**src/rtl/i2c_tgt_pkg.sv**
```systemverilog
package i2c_tgt_pkg;
  localparam int NUM_EV = 6;
  localparam int EV_MRD = 0;
  localparam int EV_MWR = 1;
  localparam int EV_RRQ = 2;
  localparam int EV_WRQ = 3;
  localparam int EV_ERD = 4;
  localparam int EV_EWR = 5;
  localparam int MA_W   = 32;

  typedef enum logic [2:0] {
    PH_IDLE, PH_ADR1, PH_ADR2, PH_MADR, PH_WR, PH_RD, PH_HUNT
  } phase_t;
endpackage

```
**src/rtl/i2c_tgt_sync.sv**
```systemverilog
module i2c_tgt_sync #(
  parameter int STAGES = 2
) (
  input  logic clk,
  input  logic rst_n,
  input  logic scl_i,
  input  logic sda_i,
  output logic scl_s,
  output logic sda_s,
  output logic scl_rise,
  output logic scl_fall,
  output logic start_det,
  output logic stop_det
);
  logic [STAGES-1:0] scl_pipe, sda_pipe;
  logic scl_d, sda_d;

  always_ff @(posedge clk or negedge rst_n) begin
    if (!rst_n) begin
      scl_pipe <= '1;
      sda_pipe <= '1;
      scl_d    <= 1'b1;
      sda_d    <= 1'b1;
    end else begin
      scl_pipe <= {scl_pipe[STAGES-2:0], scl_i};
      sda_pipe <= {sda_pipe[STAGES-2:0], sda_i};
      scl_d    <= scl_pipe[STAGES-1];
      sda_d    <= sda_pipe[STAGES-1];
    end
  end

  assign scl_s     = scl_pipe[STAGES-1];
  assign sda_s     = sda_pipe[STAGES-1];
  assign scl_rise  = scl_s & ~scl_d;
  assign scl_fall  = ~scl_s & scl_d;
  assign start_det = scl_s & scl_d & sda_d & ~sda_s;
  assign stop_det  = scl_s & scl_d & ~sda_d & sda_s;
endmodule

```
**src/rtl/i2c_tgt_mem.sv**
```systemverilog
module i2c_tgt_mem #(
  parameter int DEPTH = 16,
  localparam int PW = $clog2(DEPTH)
) (
  input  logic          clk,
  input  logic          rst_n,
  input  logic          we,
  input  logic [PW-1:0] widx,
  input  logic [7:0]    wdata,
  input  logic [PW-1:0] ridx,
  output logic [7:0]    rdata
);
  logic [7:0] cells [DEPTH];

  generate
    for (genvar g = 0; g < DEPTH; g++) begin : g_cell
      always_ff @(posedge clk or negedge rst_n) begin
        if (!rst_n) cells[g] <= 8'h00;
        else if (we && widx == PW'(g)) cells[g] <= wdata;
      end
    end
  endgenerate

  assign rdata = cells[ridx];
endmodule

```
**src/rtl/i2c_tgt_events.sv**
```systemverilog
module i2c_tgt_events #(
  parameter int NEV = 6,
  parameter logic [NEV-1:0] MASK_RST = '0
) (
  input  logic           clk,
  input  logic           rst_n,
  input  logic [NEV-1:0] set,
  input  logic [NEV-1:0] clr,
  input  logic           mask_we,
  input  logic [NEV-1:0] mask_wdata,
  output logic [NEV-1:0] flags,
  output logic           irq
);
  logic [NEV-1:0] mask;

  always_ff @(posedge clk or negedge rst_n) begin
    if (!rst_n) mask <= MASK_RST;
    else if (mask_we) mask <= mask_wdata;
  end

  generate
    for (genvar g = 0; g < NEV; g++) begin : g_flag
      always_ff @(posedge clk or negedge rst_n) begin
        if (!rst_n) flags[g] <= 1'b0;
        else if (set[g]) flags[g] <= 1'b1;
        else if (clr[g]) flags[g] <= 1'b0;
      end
    end
  endgenerate

  assign irq = |(flags & mask);
endmodule

```
**src/rtl/i2c_tgt_engine.sv**
```systemverilog
module i2c_tgt_engine
  import i2c_tgt_pkg::*;
#(
  parameter int DEPTH = 16,
  localparam int PW = $clog2(DEPTH)
) (
  input  logic              clk,
  input  logic              rst_n,
  input  logic              sda_s,
  input  logic              scl_rise,
  input  logic              scl_fall,
  input  logic              start_det,
  input  logic              stop_det,
  input  logic [9:0]        own_addr,
  input  logic              addr10,
  input  logic [2:0]        abytes,
  input  logic [7:0]        rd_data,
  output logic [PW-1:0]     ptr,
  output logic              wr_en,
  output logic [PW-1:0]     wr_idx,
  output logic [7:0]        wr_data,
  output logic              sda_oe,
  output logic [NUM_EV-1:0] ev_set,
  output logic [MA_W-1:0]   mem_addr_q,
  output phase_t            phase
);
  phase_t      nxt;
  logic [3:0]  cnt;
  logic [7:0]  shreg, tx;
  logic [2:0]  mcnt;
  logic [MA_W-1:0] acc;
  logic        sel10, is_rd, is_wr, data_seen, rack;
  logic [MA_W-1:0] acc_new;
  logic [2:0]  bidx;
  logic        hit7, hit10hi;
  phase_t      after_addr;

  assign acc_new    = {acc[MA_W-9:0], shreg};
  assign bidx       = 3'd7 - cnt[2:0];
  assign hit7       = shreg[7:1] == own_addr[6:0];
  assign hit10hi    = shreg[7:3] == 5'b11110 && shreg[2:1] == own_addr[9:8];
  assign after_addr = (abytes != 3'd0) ? PH_MADR : PH_WR;

  always_ff @(posedge clk or negedge rst_n) begin
    if (!rst_n) begin
      phase <= PH_IDLE; nxt <= PH_IDLE; cnt <= '0; shreg <= '0; tx <= '0;
      mcnt <= '0; acc <= '0; sel10 <= 1'b0; is_rd <= 1'b0; is_wr <= 1'b0;
      data_seen <= 1'b0; rack <= 1'b1; ptr <= '0; wr_en <= 1'b0;
      wr_idx <= '0; wr_data <= '0; sda_oe <= 1'b0; ev_set <= '0;
      mem_addr_q <= '0;
    end else begin
      ev_set <= '0;
      wr_en  <= 1'b0;
      if (start_det || stop_det) begin
        if (is_rd) ev_set[EV_ERD] <= 1'b1;
        if (is_wr && !(abytes != 3'd0 && !data_seen)) ev_set[EV_EWR] <= 1'b1;
        is_rd <= 1'b0; is_wr <= 1'b0; data_seen <= 1'b0;
        sda_oe <= 1'b0; cnt <= '0; mcnt <= '0; acc <= '0;
        if (stop_det) begin
          phase <= PH_IDLE;
          sel10 <= 1'b0;
        end else begin
          phase <= PH_ADR1;
        end
      end else if (phase == PH_RD) begin
        if (scl_rise) begin
          cnt <= cnt + 4'd1;
          if (cnt == 4'd8) rack <= sda_s;
        end else if (scl_fall) begin
          if (cnt == 4'd8) begin
            sda_oe <= 1'b0;
          end else if (cnt == 4'd9) begin
            if (!rack) begin
              tx <= rd_data; sda_oe <= ~rd_data[7]; cnt <= '0;
              ptr <= ptr + 1'b1; ev_set[EV_RRQ] <= 1'b1;
            end else begin
              sda_oe <= 1'b0; phase <= PH_HUNT;
            end
          end else if (cnt != 4'd0) begin
            sda_oe <= ~tx[bidx];
          end
        end
      end else if (phase != PH_IDLE && phase != PH_HUNT) begin
        if (scl_rise && cnt != 4'd9) begin
          cnt <= cnt + 4'd1;
          if (cnt < 4'd8) shreg <= {shreg[6:0], sda_s};
        end else if (scl_fall && cnt == 4'd8) begin
          unique case (phase)
            PH_ADR1: begin
              if (!addr10) begin
                if (hit7) begin
                  sda_oe <= 1'b1;
                  if (shreg[0]) begin
                    is_rd <= 1'b1; ev_set[EV_MRD] <= 1'b1; nxt <= PH_RD;
                  end else begin
                    is_wr <= 1'b1; ev_set[EV_MWR] <= 1'b1; nxt <= after_addr;
                  end
                end else phase <= PH_HUNT;
              end else if (hit10hi && !shreg[0]) begin
                sda_oe <= 1'b1; nxt <= PH_ADR2;
              end else if (hit10hi && sel10) begin
                sda_oe <= 1'b1; is_rd <= 1'b1; ev_set[EV_MRD] <= 1'b1; nxt <= PH_RD;
              end else begin
                sel10 <= 1'b0; phase <= PH_HUNT;
              end
            end
            PH_ADR2: begin
              if (shreg == own_addr[7:0]) begin
                sda_oe <= 1'b1; sel10 <= 1'b1; is_wr <= 1'b1;
                ev_set[EV_MWR] <= 1'b1; nxt <= after_addr;
              end else begin
                sel10 <= 1'b0; phase <= PH_HUNT;
              end
            end
            PH_MADR: begin
              sda_oe <= 1'b1;
              acc <= acc_new;
              mcnt <= mcnt + 3'd1;
              if (mcnt + 3'd1 == abytes) begin
                ptr <= acc_new[PW-1:0]; mem_addr_q <= acc_new; nxt <= PH_WR;
              end else nxt <= PH_MADR;
            end
            default: begin
              sda_oe <= 1'b1; wr_en <= 1'b1; wr_idx <= ptr; wr_data <= shreg;
              ptr <= ptr + 1'b1; data_seen <= 1'b1;
              ev_set[EV_WRQ] <= 1'b1; nxt <= PH_WR;
            end
          endcase
        end else if (scl_fall && cnt == 4'd9) begin
          cnt <= '0;
          phase <= nxt;
          if (nxt == PH_RD) begin
            tx <= rd_data; sda_oe <= ~rd_data[7];
            ptr <= ptr + 1'b1; ev_set[EV_RRQ] <= 1'b1;
          end else sda_oe <= 1'b0;
        end
      end else begin
        sda_oe <= 1'b0;
      end
    end
  end
endmodule

```
**src/rtl/i2c_regtarget.sv**
```systemverilog
module i2c_regtarget
  import i2c_tgt_pkg::*;
#(
  parameter int MEM_DEPTH = 16,
  parameter int SYNC_STAGES = 2,
  parameter logic [5:0] TRIG_RESET = 6'b110000,
  localparam int PW = $clog2(MEM_DEPTH)
) (
  input  logic        clk,
  input  logic        rst_n,
  input  logic        scl_i,
  input  logic        sda_i,
  output logic        sda_oe,
  input  logic [9:0]  own_addr,
  input  logic        addr10,
  input  logic [2:0]  mem_abytes,
  input  logic        trig_mask_we,
  input  logic [5:0]  trig_mask_wdata,
  input  logic [5:0]  evt_clr,
  output logic [5:0]  evt_flags,
  output logic        irq,
  output logic [31:0] mem_addr_q
);
  logic scl_s, sda_s, scl_rise, scl_fall, start_det, stop_det;
  logic [2:0] abytes_c;
  logic [PW-1:0] ptr, wr_idx;
  logic wr_en;
  logic [7:0] wr_data, rd_data;
  logic [NUM_EV-1:0] ev_set;
  phase_t phase;

  assign abytes_c = (mem_abytes > 3'd4) ? 3'd4 : mem_abytes;

  i2c_tgt_sync #(.STAGES(SYNC_STAGES)) u_sync (
    .clk, .rst_n, .scl_i, .sda_i, .scl_s, .sda_s,
    .scl_rise, .scl_fall, .start_det, .stop_det
  );

  i2c_tgt_engine #(.DEPTH(MEM_DEPTH)) u_eng (
    .clk, .rst_n, .sda_s, .scl_rise, .scl_fall, .start_det, .stop_det,
    .own_addr, .addr10, .abytes(abytes_c), .rd_data, .ptr, .wr_en,
    .wr_idx, .wr_data, .sda_oe, .ev_set, .mem_addr_q, .phase
  );

  i2c_tgt_mem #(.DEPTH(MEM_DEPTH)) u_mem (
    .clk, .rst_n, .we(wr_en), .widx(wr_idx), .wdata(wr_data),
    .ridx(ptr), .rdata(rd_data)
  );

  i2c_tgt_events #(.NEV(NUM_EV), .MASK_RST(TRIG_RESET)) u_evt (
    .clk, .rst_n, .set(ev_set), .clr(evt_clr), .mask_we(trig_mask_we),
    .mask_wdata(trig_mask_wdata), .flags(evt_flags), .irq
  );
endmodule

```
**config.mk**
```make
export PLATFORM = sky130hd
export DESIGN_NAME = i2c_regtarget
export DESIGN_NICKNAME = d
export VERILOG_FILES = /design/src/rtl/i2c_tgt_pkg.sv /design/src/rtl/i2c_tgt_sync.sv /design/src/rtl/i2c_tgt_mem.sv /design/src/rtl/i2c_tgt_events.sv /design/src/rtl/i2c_tgt_engine.sv /design/src/rtl/i2c_regtarget.sv
export SDC_FILE = /design/constraint.sdc
export NUM_CORES = 1
export LEC_CHECK = 0
export BUFFER_PORTS_ARGS = -buffer_cell sky130_fd_sc_hd__clkbuf_2
export CORE_ASPECT_RATIO = 1.2
export CORE_MARGIN = 2
export CORE_UTILIZATION = 35
export CTS_CLUSTER_DIAMETER = 40
export DETAILED_ROUTE_END_ITERATION = 16
export PLACE_DENSITY = 0.51
export SYNTH_ARGS = -nofsm -noshare
export SYNTH_HDL_FRONTEND = slang
export SYNTH_SLANG_ARGS = --single-unit
```
**constraint.sdc**
```tcl
create_clock -name clk -period 2.8 [get_ports clk]
set_input_delay 0.14 -clock clk [delete_from_list [all_inputs] [get_ports clk]]
set_output_delay 0.14 -clock clk [all_outputs]
set_load 0.02 [all_outputs]
```
==> results.json, run 1 <==
{
  "grt_first_pass_wirelength_mm": 45.3,
  "antenna_left": 0,
  "synthArstFlopShare_pct": 100,
  "cts.sinks": 259,
  "crit_slowest_cell": "nor4_1",
  "dieArea_mm2": 0.0356,
  "maxSlewViolCount": 0,
  "hp-class": "in2reg",
  "synth_nets": 963,
  "drive_gt1_share_pct": 39.2,
  "total_power_w": 0.0101,
  "drv_cap": 0,
  "grt_max_degree": 83,
  "seq_area_frac_synth_pct": 54.4,
  "cp_max_fo": 9,
  "numCtsBuffers": 38,
  "hpwl_mm": 18.8,
  "nets": 1067,
  "synth_top_cells_by_count": "dfrtp_1 (250), mux2_2 (187), nand2_1 (79)",
  "synth_top_cell_area_share_pct": 52.4,
  "cp-startpoint": "u_eng.shreg[2]$_DFFE_PN0P_",
  "fmax_ghz": 0.389,
  "drt-wirelength-per-cell_um": 19.0,
  "setup_viol": 0,
  "r2r_cells": 7,
  "setup-tns-final_ps": 0,
  "fin_crit_ps": 2570,
  "grt_pass1_vias": 7908,
  "max_slew.worst_pin.slew_ps": 736,
  "cp-endpoint": "u_eng.nxt[0]$_DFFE_PN0P_",
  "cp-end-kind": "flop",
  "diodes": 0,
  "syn_inst": 924,
  "ioPinCount": 71,
  "ys_warn_count": 0,
  "synth_area_mm2": 0.0119,
  "ys_ff_latch": 259,
  "synthFlopType": "dfrtp_1",
  "cts_tree": "done",
  "core-area_mm2": 0.0338,
  "die_x_um": 173,
  "nFillCells": 3134,
  "timing.rr.start": "u_eng.shreg[2]$_DFFE_PN0P_",
  "synthTopCellsByArea": "dfrtp_1 (52%), mux2_2 (18%), mux4_2 (6.4%)",
  "yosysMostFrequentCell": "dfrtp_1",
  "max-vdd-ir-drop_mv": 0.495,
  "dieHeight_um": 206,
  "path_clk_slew_ps": 60,
  "grt_use_total_pct": 16.3,
  "synth_largest_area_cell": "dfrtp_1",
  "multi_input_area_mm2": 0.00508,
  "grt-ovfl-total": 0,
  "max_stage_delay_ps": 600,
  "worstSetupPathType": "reg2reg",
  "seq_area_mm2": 0.00649,
  "drc_errors": 0,
  "synth_cell_type_count": 65,
  "utilization_pct": 42.8,
  "total_leakage_power_nw": 6.85,
  "vias_per_cell": 5.08,
  "start_util_pct": 35.3,
  "post_cts_buffers": 0,
  "htreeDepth": 2,
  "cts_resized": 0,
  "fin_skew_ps": 28.8,
  "io_buffers": 70,
  "cts_root_buffer": "clkbuf_16",
  "startpoint_type": "flop",
  "num_rows": 74,
  "clockBufferDepth": 3,
  "synth_edf_count": 0,
  "r2r-end": "u_eng.nxt[0]$_DFFE_PN0P_",
  "final_cell_area_mm2": 0.0145,
  "cp_cell_sequence": "xor2_1 > nor4_1 > a31oi_1 > a21oi_1 > buf_4 > and2_1 > mux2_1",
  "p_per_area_mw_per_mm2": 700,
  "dpl_cell_area_mm2": 0.0129,
  "wl_mm": 28.7,
  "layout-area-overhead-vs-synth_pct": 21.0,
  "clk_latency_ps": 530,
  "first_pass_iters": 5,
  "gp_congestion": 0.871,
  "cp.arrival_ps": 2960,
  "dr.first_iter.drc_count": 436,
  "rrSetupSlack_ps": 230,
  "route.vias.total": 7683,
  "cp.required_ps": 3190,
  "finalHoldViolCount": 0,
  "grt_setup_unrepaired": "false",
  "avgSynthCellArea_um2": 12.9,
  "antenna_found_initial": 1,
  "finalCritPeriodShare_pct": 91.8,
  "outcome": "finished, final reports clean",
  "max_slew_margin_pct": 50.9
}
-- layout by cell type (no fill, tap or decap), types with 5 or more instances in the layout --
cell and n:
a311oi_1 5, clkinvlp_4 7, a31oi_1 5, mux4_2 34, nand2_1 79, mux2_2 187
a21o_1 13, or3_1 7, clkbuf_8 6, o21ai_0 20, nor2_1 38, a211oi_1 6
buf_12 5, a21oi_1 41, buf_4 30, dfrtp_1 249, dfstp_2 9, clkbuf_2 69
xnor2_1 5, nand3_1 8, xor2_1 19, nor3_1 10, clkbuf_16 39, mux2i_1 5
inv_1 19, nand2b_1 6, dlygate4sd3_1 20, bufinv_16 5, nand3b_1 6, nor2b_1 9
ha_1 8
-- report_power, final --
| group | switching (W) | internal [W] |
|---|---|---|
| combinational | 0.000554 | 0.000485 |
| sequential | 0.000244 | 0.00384 |
| clock | 0.00179 | 0.00320 |
| total | 0.00259 | 0.00753 |
-- layout make-up --
cell class | count | share of cell area (%)
Clock inverter | 19 | 1.87
Inverter | 20 | 0.519
Tap cell | 456 | 3.95
Clock buffer | 49 | 7.43
Multi-Input combinational cell | 584 | 35.2
Sequential cell | 259 | 44.9
Timing Repair Buffer | 125 | 6.13
-- per-layer routing --
metal	up-vias	wire (µm)	global-route usage (%)
met1	3914	12600	20.5
met2	162	14000	28.0
li1	3551	-	-
met4	0	847	6.29
met3	56	1240	3.15
met5	-	0	0
-- state kept, by name (all words and copies together) (netlist names), 3 cells and up --
signal and flops:
u_eng.tx 8, u_eng.shreg 8, u_eng.ev_set 6, u_eng.mem_addr_q 32
u_eng.wr_data 8, u_eng.ptr 4, u_eng.cnt 4, u_eng.nxt 3
u_eng.acc 24, u_eng.phase 3, u_eng.mcnt 3, u_eng.wr_idx 4
u_evt.flags 6, u_mem.cells 128, u_evt.mask 6
-- worst min-delay path by stage --
stage,endpoint,slack [ps],depth (start not counted),from
after floorplan,u_eng.acc[0]$_DFFE_PN0P_,-160,0,rst_n
after global placement,u_evt.mask[3]$_DFFE_PN0P_,180,1,rst_n
after detailed placement,u_evt.mask[3]$_DFFE_PN0P_,190,1,rst_n
after CTS,u_evt.mask[5]$_DFFE_PN1P_,0.9,2,trig_mask_we
after global routing,u_evt.mask[5]$_DFFE_PN1P_,30,2,trig_mask_we
final,u_evt.mask[5]$_DFFE_PN1P_,30,2,trig_mask_we
-- stage by stage --
stage | hold slack (ps) | std cells | setup slack [ps]
2_1_floorplan | -156 | 924 | 370
3_3_place_gp | 178 | 1424 | 260
3_5_place_dp | 185 | 1424 | 324
4_1_cts | 0.897 | 1512 | 284
5_1_grt | 26.2 | 1512 | 101
6_report | 28.5 | 1512 | 228
-- critical path: cells and delay by family, from the launching register on --
| kind | cells | cell delay [ps] |
|---|---|---|
| AND/OR/NAND/NOR | 2 | 840 |
| buffers and inverters | 1 | 170 |
| flip-flops | 1 | 540 |
| multiplexers | 1 | 340 |
| XOR/XNOR | 1 | 210 |
| AO/OA/AOI/OAI | 2 | 340 |
-- timing repair --
action	in CTS	in global routing
endpoints found under the setup margin	0	0
endpoints found under the hold margin	83	0
hold buffers	20	0
-- logic make-up after synthesis --
logic type / after synthesis / synth area share (%)
compound gates: 127 / 7.17
flops: 259 / 54.4
buf+inv: 81 / 3.08
xor+xnor: 24 / 1.76
fa+ha+maj: 8 / 0.838
mux: 230 / 24.8
simple gates: 195 / 7.93
No activity file was read; power rests on OpenSTA's default activity.
==> run 2: changes to the inputs <==
--- a/config.mk
+++ b/config.mk
@@ -12,6 +12,7 @@
 export CTS_CLUSTER_DIAMETER = 40
 export DETAILED_ROUTE_END_ITERATION = 16
 export PLACE_DENSITY = 0.51
+export REMOVE_ABC_BUFFERS = 1
 export SYNTH_ARGS = -nofsm -noshare
 export SYNTH_HDL_FRONTEND = slang
 export SYNTH_SLANG_ARGS = --single-unit
==> run 2 against run 1 <==
Against the previous run:
- worst hold slack worse by 9.6 ps
- global-route usage is 0.084 points higher
- fmax is 2.2% higher
- cell area is 0.52% higher
- register-to-register slack better by 50 ps
- highest routed layer unchanged
- wire length is 0.76% lower
==> results.json, run 2 (same netlist as run 1, synthesis figures left out) <==
{
  "setup_viol": 0,
  "drt-wirelength-per-cell_um": 18.8,
  "maxSlewViolCount": 0,
  "seq_area_mm2": 0.00649,
  "start_util_pct": 35.3,
  "cts.sinks": 259,
  "clockBufferDepth": 3,
  "largest_register_ffs": 128,
  "cp-end-kind": "flop",
  "grt_pass1_vias": 8060,
  "clk_latency_ps": 520,
  "numCtsBuffers": 39,
  "max_slew_margin_pct": 50.7,
  "num_rows": 74,
  "cp.required_ps": 3190,
  "grt_max_degree": 88,
  "path_clk_slew_ps": 50,
  "max-vdd-ir-drop_mv": 0.373,
  "p_seq_share_pct": 38.6,
  "finalHoldViolCount": 0,
  "io_buffers": 70,
  "cts_tree": "done",
  "p_comb_share_pct": 10.4,
  "cp_max_fo": 32,
  "cts_root_buffer": "clkbuf_16",
  "antenna_left": 0,
  "drive_gt1_share_pct": 39.4,
  "biggestRegsByFlops": "u_mem.cells: 128 flops, u_eng.mem_addr_q: 32 flops, u_eng.acc: 24 flops",
  "htreeDepth": 2,
  "dr_wl_met2_mm": 14.4,
  "drc_errors": 0,
  "fin_skew_ps": 17.1,
  "ioPinCount": 71,
  "topRoutingLayerUsed": "met4",
  "startpoint_type": "flop",
  "wl_met1_mm": 12.5,
  "core-area_mm2": 0.0338,
  "outcome": "finished, final reports clean",
  "wl_mm": 28.4,
  "dr_wl_met3_um": 923,
  "largest-register": "u_mem.cells",
  "total_leakage_power_nw": 6.90,
  "antenna_found_initial": 0,
  "nFillCells": 3171,
  "fin_crit_ps": 2520,
  "vias_per_cell": 5.09,
  "fin_worst_hold_slack_ps": 18.9,
  "diodes": 0,
  "layout-area-overhead-vs-synth_pct": 21.7,
  "dieArea_mm2": 0.0356,
  "intPower_w": 0.00787,
  "fmax_ghz": 0.397,
  "place_ws_ps": 296,
  "route.vias.total": 7679,
  "cts_resized": 0,
  "grt_setup_unrepaired": "false",
  "worstSetupPathType": "reg2reg",
  "p_sw_share_pct": 24.8,
  "p_per_area_mw_per_mm2": 720,
  "hpwl_mm": 18.9,
  "max_slew.worst_pin.slew_ps": 739,
  "drv_cap": 0,
  "gp_congestion": 0.848,
  "finalCritPeriodShare_pct": 89.9,
  "post_cts_buffers": 0,
  "first_pass_iters": 4,
  "most-common-layout-cells": "dfrtp_1 (249), mux2_2 (187), nand2_1 (79)",
  "grt-ovfl-total": 0,
  "p_sw_w": 0.00260,
  "grt_first_pass_wirelength_mm": 45.8,
  "nets": 1063,
  "final_common_cell": "dfrtp_1",
  "p_clk_share_pct": 51.0,
  "multi_input_area_mm2": 0.00508,
  "hp-class": "in2reg",
  "dr.first_iter.drc_count": 438,
  "grt_use_total_pct": 16.4,
  "dieHeight_um": 206,
  "die_x_um": 173,
  "cp.arrival_ps": 2910,
  "timing.final.ws_setup_ps": 283
}
run 2: power groups by stage:
stage | registers, W | logic (W) | clock network (W)
after floorplan | 0.00420 | 0.000483 | 0
after global placement | 0.00410 | 0.00108 | 0
after detailed placement | 0.00411 | 0.00109 | 0
after CTS | 0.00404 | 0.00111 | 0.00547
after global routing | 0.00406 | 0.00119 | 0.00564
final | 0.00404 | 0.00109 | 0.00534
run 2: worst paths after layout:
kind,slack [ps],cells after the start,startpoint,endpoint
setup / recovery,280,8,u_sync.scl_d$_DFF_PN1_,u_eng.mem_addr_q[5]$_DFFE_PN0P_
hold reg to reg,360,0,u_sync.sda_pipe[0]$_DFF_PN1_,u_sync.sda_pipe[1]$_DFF_PN1_
max in group asynchronous,1790,3,rst_n,u_mem.cells[17]$_DFFE_PN0P_
hold / removal,20,2,trig_mask_we,u_evt.mask[1]$_DFFE_PN0P_
setup reg to reg,280,8,u_sync.scl_d$_DFF_PN1_,u_eng.mem_addr_q[5]$_DFFE_PN0P_
min in group asynchronous,170,2,rst_n,u_evt.mask[3]$_DFFE_PN0P_
run 2: final cells by class:
class | count | area share (%)
sequential | 259 | 44.7
clock inverter | 22 | 2.39
inverter | 20 | 0.517
timing repair buffer | 120 | 5.96
clock buffer | 48 | 7.52
multi-input combinational | 584 | 35.0
tap | 456 | 3.93
run 2: per-layer routing:
metal / up-vias / GRT usage [%]
met5: - / 0
met4: 0 / 5.04
met3: 46 / 2.74
met2: 148 / 29.3
met1: 3939 / 20.4
li1: 3546 / -
run 2: timing repair:
action,CTS,global route
hold buffers,17,0
hold endpoints to repair,77,0
endpoints found under the setup margin,0,0
run 2: worst max-delay path, cell delays in order (launching register included):
cell and delay (ps):
dfstp_2 540, inv_1 50, ha_1 290, inv_1 180, o211ai_1 160, nor3_2 260
nor3b_4 300, buf_12 240, mux2_2 360
run 2: stage by stage:
stage	power (W)	TNS [ps]	std cells	utilization [%]	cell area, µm²
after floorplan	0.00468	-2580	863	-	11600
after global placement	0.00519	0	1422	38.2	12900
after detailed placement	0.00519	0	1422	38.2	12900
after CTS	0.0106	0	1509	43.0	14500
after global routing	0.0109	0	1509	43.0	14500
final	0.0105	0	1509	43.0	14500
